==> src/rtl/omega_net.sv <==
module omega_net #(
  parameter int N  = 8,
  parameter int DW = 8,
  localparam int LG = $clog2(N)
) (
  input  logic [N-1:0]    in_valid,
  input  logic [N*LG-1:0] in_dest,
  input  logic [N*DW-1:0] in_data,
  output logic [N-1:0]    out_valid,
  output logic [N*DW-1:0] out_data,
  output logic [N-1:0]    blocked
);

  logic [N-1:0]          v, sv, nv, kill;
  logic [N-1:0][LG-1:0]  d, sd, nd, s, ss, ns;
  logic [N-1:0][DW-1:0]  x, sx, nx;

  always_comb begin
    v = in_valid;
    kill = '0;
    sv = '0; sd = '0; sx = '0; ss = '0;
    nv = '0; nd = '0; nx = '0; ns = '0;
    for (int i = 0; i < N; i++) begin
      d[i] = in_dest[i*LG +: LG];
      x[i] = in_data[i*DW +: DW];
      s[i] = LG'(i);
    end
    for (int k = 0; k < LG; k++) begin
      // shuffle in front of every column
      for (int i = 0; i < N; i++) begin
        int j;
        j = (i < N/2) ? 2*i : 2*i + 1 - N;
        sv[j] = v[i]; sd[j] = d[i]; sx[j] = x[i]; ss[j] = s[i];
      end
      nv = '0; nd = '0; nx = '0; ns = '0;
      for (int w = 0; w < N/2; w++) begin
        logic ru, rl;
        ru = sd[2*w][LG-1-k];
        rl = sd[2*w+1][LG-1-k];
        if (sv[2*w]) begin
          nv[2*w+ru] = 1'b1;
          nd[2*w+ru] = sd[2*w];
          nx[2*w+ru] = sx[2*w];
          ns[2*w+ru] = ss[2*w];
        end
        if (sv[2*w+1]) begin
          if (sv[2*w] && (ru == rl)) begin
            kill[ss[2*w+1]] = 1'b1;
          end else begin
            nv[2*w+rl] = 1'b1;
            nd[2*w+rl] = sd[2*w+1];
            nx[2*w+rl] = sx[2*w+1];
            ns[2*w+rl] = ss[2*w+1];
          end
        end
      end
      v = nv; d = nd; x = nx; s = ns;
    end
  end

  assign out_valid = v;
  assign out_data  = x;
  assign blocked   = kill;

  always_comb begin

    balance_chk: assert ($countones(out_valid) + $countones(blocked) == $countones(in_valid));

    idle_chk: assert ((blocked & ~in_valid) == '0);
    for (int r = 0; r < N; r++) begin

      empty_row_chk: assert (out_valid[r] || (out_data[r*DW +: DW] == '0));
    end
    for (int i = 0; i < N; i++) begin
      if (in_valid[i] && !blocked[i]) begin

        deliver_chk: assert (out_valid[in_dest[i*LG +: LG]] &&
          (out_data[in_dest[i*LG +: LG]*DW +: DW] == in_data[i*DW +: DW]));
      end
      for (int j = i + 1; j < N; j++) begin
        if (in_valid[i] && in_valid[j] && (in_dest[i*LG +: LG] == in_dest[j*LG +: LG])) begin

          shared_dest_chk: assert (blocked[i] || blocked[j]);
        end
      end
    end
  end

endmodule

==> config.mk <==
export PLATFORM = sky130hd
export DESIGN_NAME = omega_net
export DESIGN_NICKNAME = d
export VERILOG_FILES = /design/src/rtl/omega_net.sv
export SDC_FILE = /design/constraint.sdc
export NUM_CORES = 1
export LEC_CHECK = 0
export BUFFER_PORTS_ARGS = -buffer_cell sky130_fd_sc_hd__buf_2
export CELL_PAD_IN_SITES_DETAIL_PLACEMENT = 1
export CELL_PAD_IN_SITES_GLOBAL_PLACEMENT = 2
export CORE_UTILIZATION = 23
export DETAILED_ROUTE_END_ITERATION = 10
export GPL_TIMING_DRIVEN = 0
export PLACE_DENSITY_LB_ADDON = 0.05
export SLEW_MARGIN = 10
export SYNTH_ARGS = -nofsm -noshare
export SYNTH_HDL_FRONTEND = slang
export SYNTH_SLANG_ARGS = --single-unit
export TNS_END_PERCENT = 100
==> constraint.sdc <==
create_clock -name vclk -period 3.7
set_clock_uncertainty 0.1 [all_clocks]
set_input_delay 0.74 -clock vclk [all_inputs]
set_output_delay 0.74 -clock vclk [all_outputs]
set_load 0.05 [all_outputs]
==> impl_metrics.csv <==
group,metric,value,unit
global_routing,grt_pass1_vias,5038,
cells_and_area,design_area,5369,um2
pwr,power_density,219.9,nW/um2
synthesis,synth_area,3109,um2
timing,slew-limit-headroom,56.50,%
cells_and_area,design.seq.count,0,
cells_and_area,post-route-util,40.70,%
pwr,switchingPower,776.0,uW
setup_path,crit_path_start,"in_dest[11]",
setup_path,cp_slowest_cell,"or4_4",
floorplan,ios,176,
setup_path,crit_fanout,10,
placement,hpwlAfterDp,15980,um
cells_and_area,area_growth_syn_to_layout,72.68,%
setup_path,crit_type,"input port to output port",
floorplan,die_area,13990,um2
timing,hold_viol,0,
floorplan,die_h,118.3,um
setup_path,worstPathRequired,2860,ps
timing,fin_crit_sh,99.97,%
cells_and_area,antennaDiodeCount,0,
floorplan,die_width,118.3,um
route,drtPass1Iterations,5,
setup_path,cp-end-kind,"output port",
route,vias,4958,
route,antenna_left,0,
global_routing,grt_max_degree,11,
min_path,min_path_type,"input port to output port",
timing,final-setup-viol-count,0,
synthesis,synth_area_per_cell,6.701,um2
job,maxCapViolations,0,
setup_path,crit_path_max_incr_delay,510,ps
cells_and_area,nFillCells,1657,
placement,pre_cts_ws,-674.5,ps
global_routing,antenna_found_initial,0,
global_routing,grt.overflow.total,0,
pwr,clockPowerShare,0,%
min_path,hold_path_depth,4,
outcome,status,"finished clean",
cells_and_area,num-clock-buffers,0,
timing,tightest_slew,648.1,ps
global_routing,grt.total_usage,26.14,%
placement,placed_area,4402,um2
cells_and_area,drive_gt1_share,52.87,%
placement,portBuffers,168,
route,drc,0,
pwr,swShare,65.74,%
pwr,seqPwrFrac,0,%
cells_and_area,layout.cells.non_filler,838,
timing,max_freq,0.2704,GHz
timing,maxSlewViolCount,0,
timing,rsz0062_at_grt,"true",
setup_path,critPathLaunchType,"input port",
pwr,max-vdd-ir-drop,0.1175,mV
timing,worst_slack,1.121,ps
clocking,hold_buffers,0,
setup_path,crit_chain,"buf_2, clkbuf_4, and2_1, o31ai_4, mux2i_4, nand2b_1, buf_6, nand3_4, o31ai_1, or4_4, buf_8",
synthesis,synth.distinct_cells,65,
cells_and_area,seq_area,0,um2
pwr,internal-power,404.4,uW
synthesis,synth_warnings,0,
global_routing,grt_pass1_wl,28730,um
synthesis,netlist_instances,464,
route,via_per_inst,5.916,
floorplan,design.core.area,13190,um2
route,post_drt_wl_per_cell,23.04,um
cells_and_area,num-nets-final,760,
floorplan,start_util,23.57,%
placement,globalplace.congestion,0.8887,
synthesis,ys_seq_area_share,0,%
placement,dp.cells,808,
route,initialDrtViolationCount,294,
setup_path,crit_end,"blocked[3]",
floorplan,rows,42,
timing,period_minus_slack,3699,ps
pwr,p_leak,0.002158,uW
setup_path,cp_data_arrival_time,2860,ps
pwr,comb_power_share,100.0,%
route,wl,19310,um
timing,hold_slack,1797,ps
synthesis,syn-num-nets,560,
how the worst min path moves through the flow:
stage / startpoint / end / slack (ps)
after floorplan: in_valid[6] / blocked[6] / 1540
after CTS: in_valid[6] / blocked[6] / 1800
after global routing: in_valid[6] / blocked[6] / 1820
final: in_valid[6] / blocked[6] / 1800
after global placement: in_valid[6] / blocked[6] / 1800
after detailed placement: in_valid[6] / blocked[6] / 1800
logic make-up after synthesis:
group | after synthesis | synth area share (%)
mux | 6 | 2.374
other cells | 1 | 0.1206
xor+xnor | 11 | 3.099
compound gates | 255 | 61.97
buf+inv | 50 | 7.364
simple gates | 141 | 25.07
per-layer routing:
layer / track usage (%) / up-vias / part of all wire (%) / wire length (um)
li1: - / 2319 / - / -
met1: 36.16 / 2379 / 46 / 8798
met2: 42.68 / 238 / 45 / 8639
met3: 4.488 / 22 / 7.7 / 1484
met4: 4.247 / 0 / 2.0 / 383
met5: 0 / - / 0 / 0
power groups by stage:
stage	clock network [uW]	registers, uW	logic [uW]
detailed placement	0	0	993
CTS	0	0	1110
global route	0	0	1240
finish	0	0	1180
floorplan	0	0	708
global placement	0	0	985
critical path, delay by kind of cell:
family,cells,cell delay (ps)
simple gates,4,1000
mux,1,140
buf+inv,4,580
compound gates,2,390
placed cells by master (no fill, tap or decap), types with 5 or more instances in the layout:
cell type | netlist | final
nor2_1 | 18 | 12
inv_1 | 9 | 9
o22ai_2 | 1 | 25
buf_6 | 1 | 14
o22a_1 | 48 | 47
xnor2_1 | 7 | 6
o22ai_1 | 56 | 30
clkbuf_4 | 0 | 11
a22o_1 | 17 | 17
a22oi_1 | 68 | 66
a221oi_2 | 0 | 9
nand3_1 | 10 | 10
and2_1 | 10 | 9
buf_2 | 15 | 143
buf_4 | 3 | 54
nand2_2 | 0 | 5
clkbuf_2 | 3 | 9
and3_1 | 7 | 7
nor2_4 | 0 | 5
nand2_1 | 38 | 32
nand2b_1 | 19 | 15
metrics by stage:
step / total power (uW) / TNS (ps)
final: 1180 / 0
after detailed placement: 993.5 / -26210
after CTS: 1106 / -43.82
after floorplan: 707.7 / -4111
after global routing: 1238 / -90.94
after global placement: 984.6 / -23770
Yosys cell counts (all sizes together), types with 3 or more instances:
master  instances  share of area, %
a22oi          68                16
o22ai          57                12
o22a           48                14
nand2          38               4.6
buf            21               3.7
nor2           21               2.8
clkbuf         20               2.5
nand2b         20               4.1
a22o           17               4.8
o21ai          15               2.5
a221oi         11               3.1
and2           11               2.3
nand3          11               1.9
inv             9               1.1
a21oi           8               1.4
and3            7               1.4
xnor2           7               2.0
a41oi           5               1.6
mux2i           5               2.0
a31oi           4               1.0
nor2b           4              0.80
nor3            4              0.64
o31ai           4              0.97
o32ai           4               1.1
xor2            4               1.1
and2b           3              0.72
and3b           3              0.85
o31a            3              0.85
or2             3              0.60
final cells by class:
type	instances	area, um2	share of cell area [%]
Inverter	9	33.78	0.6292
Timing Repair Buffer	201	1222	22.77
Multi-Input combinational cell	414	3623	67.49
Tap cell	176	220.2	4.102
Buffer	38	269.0	5.010
timing repair:
| item | in CTS | in global routing |
|---|---|---|
| pin swaps | 20 | 20 |
| endpoints found under the setup margin | 72 | 59 |
| resized for setup | 117 | 67 |
| hold endpoints to repair | 0 | 0 |
| setup buffers | 17 | 16 |
Power figures use the tool's default switching activity.
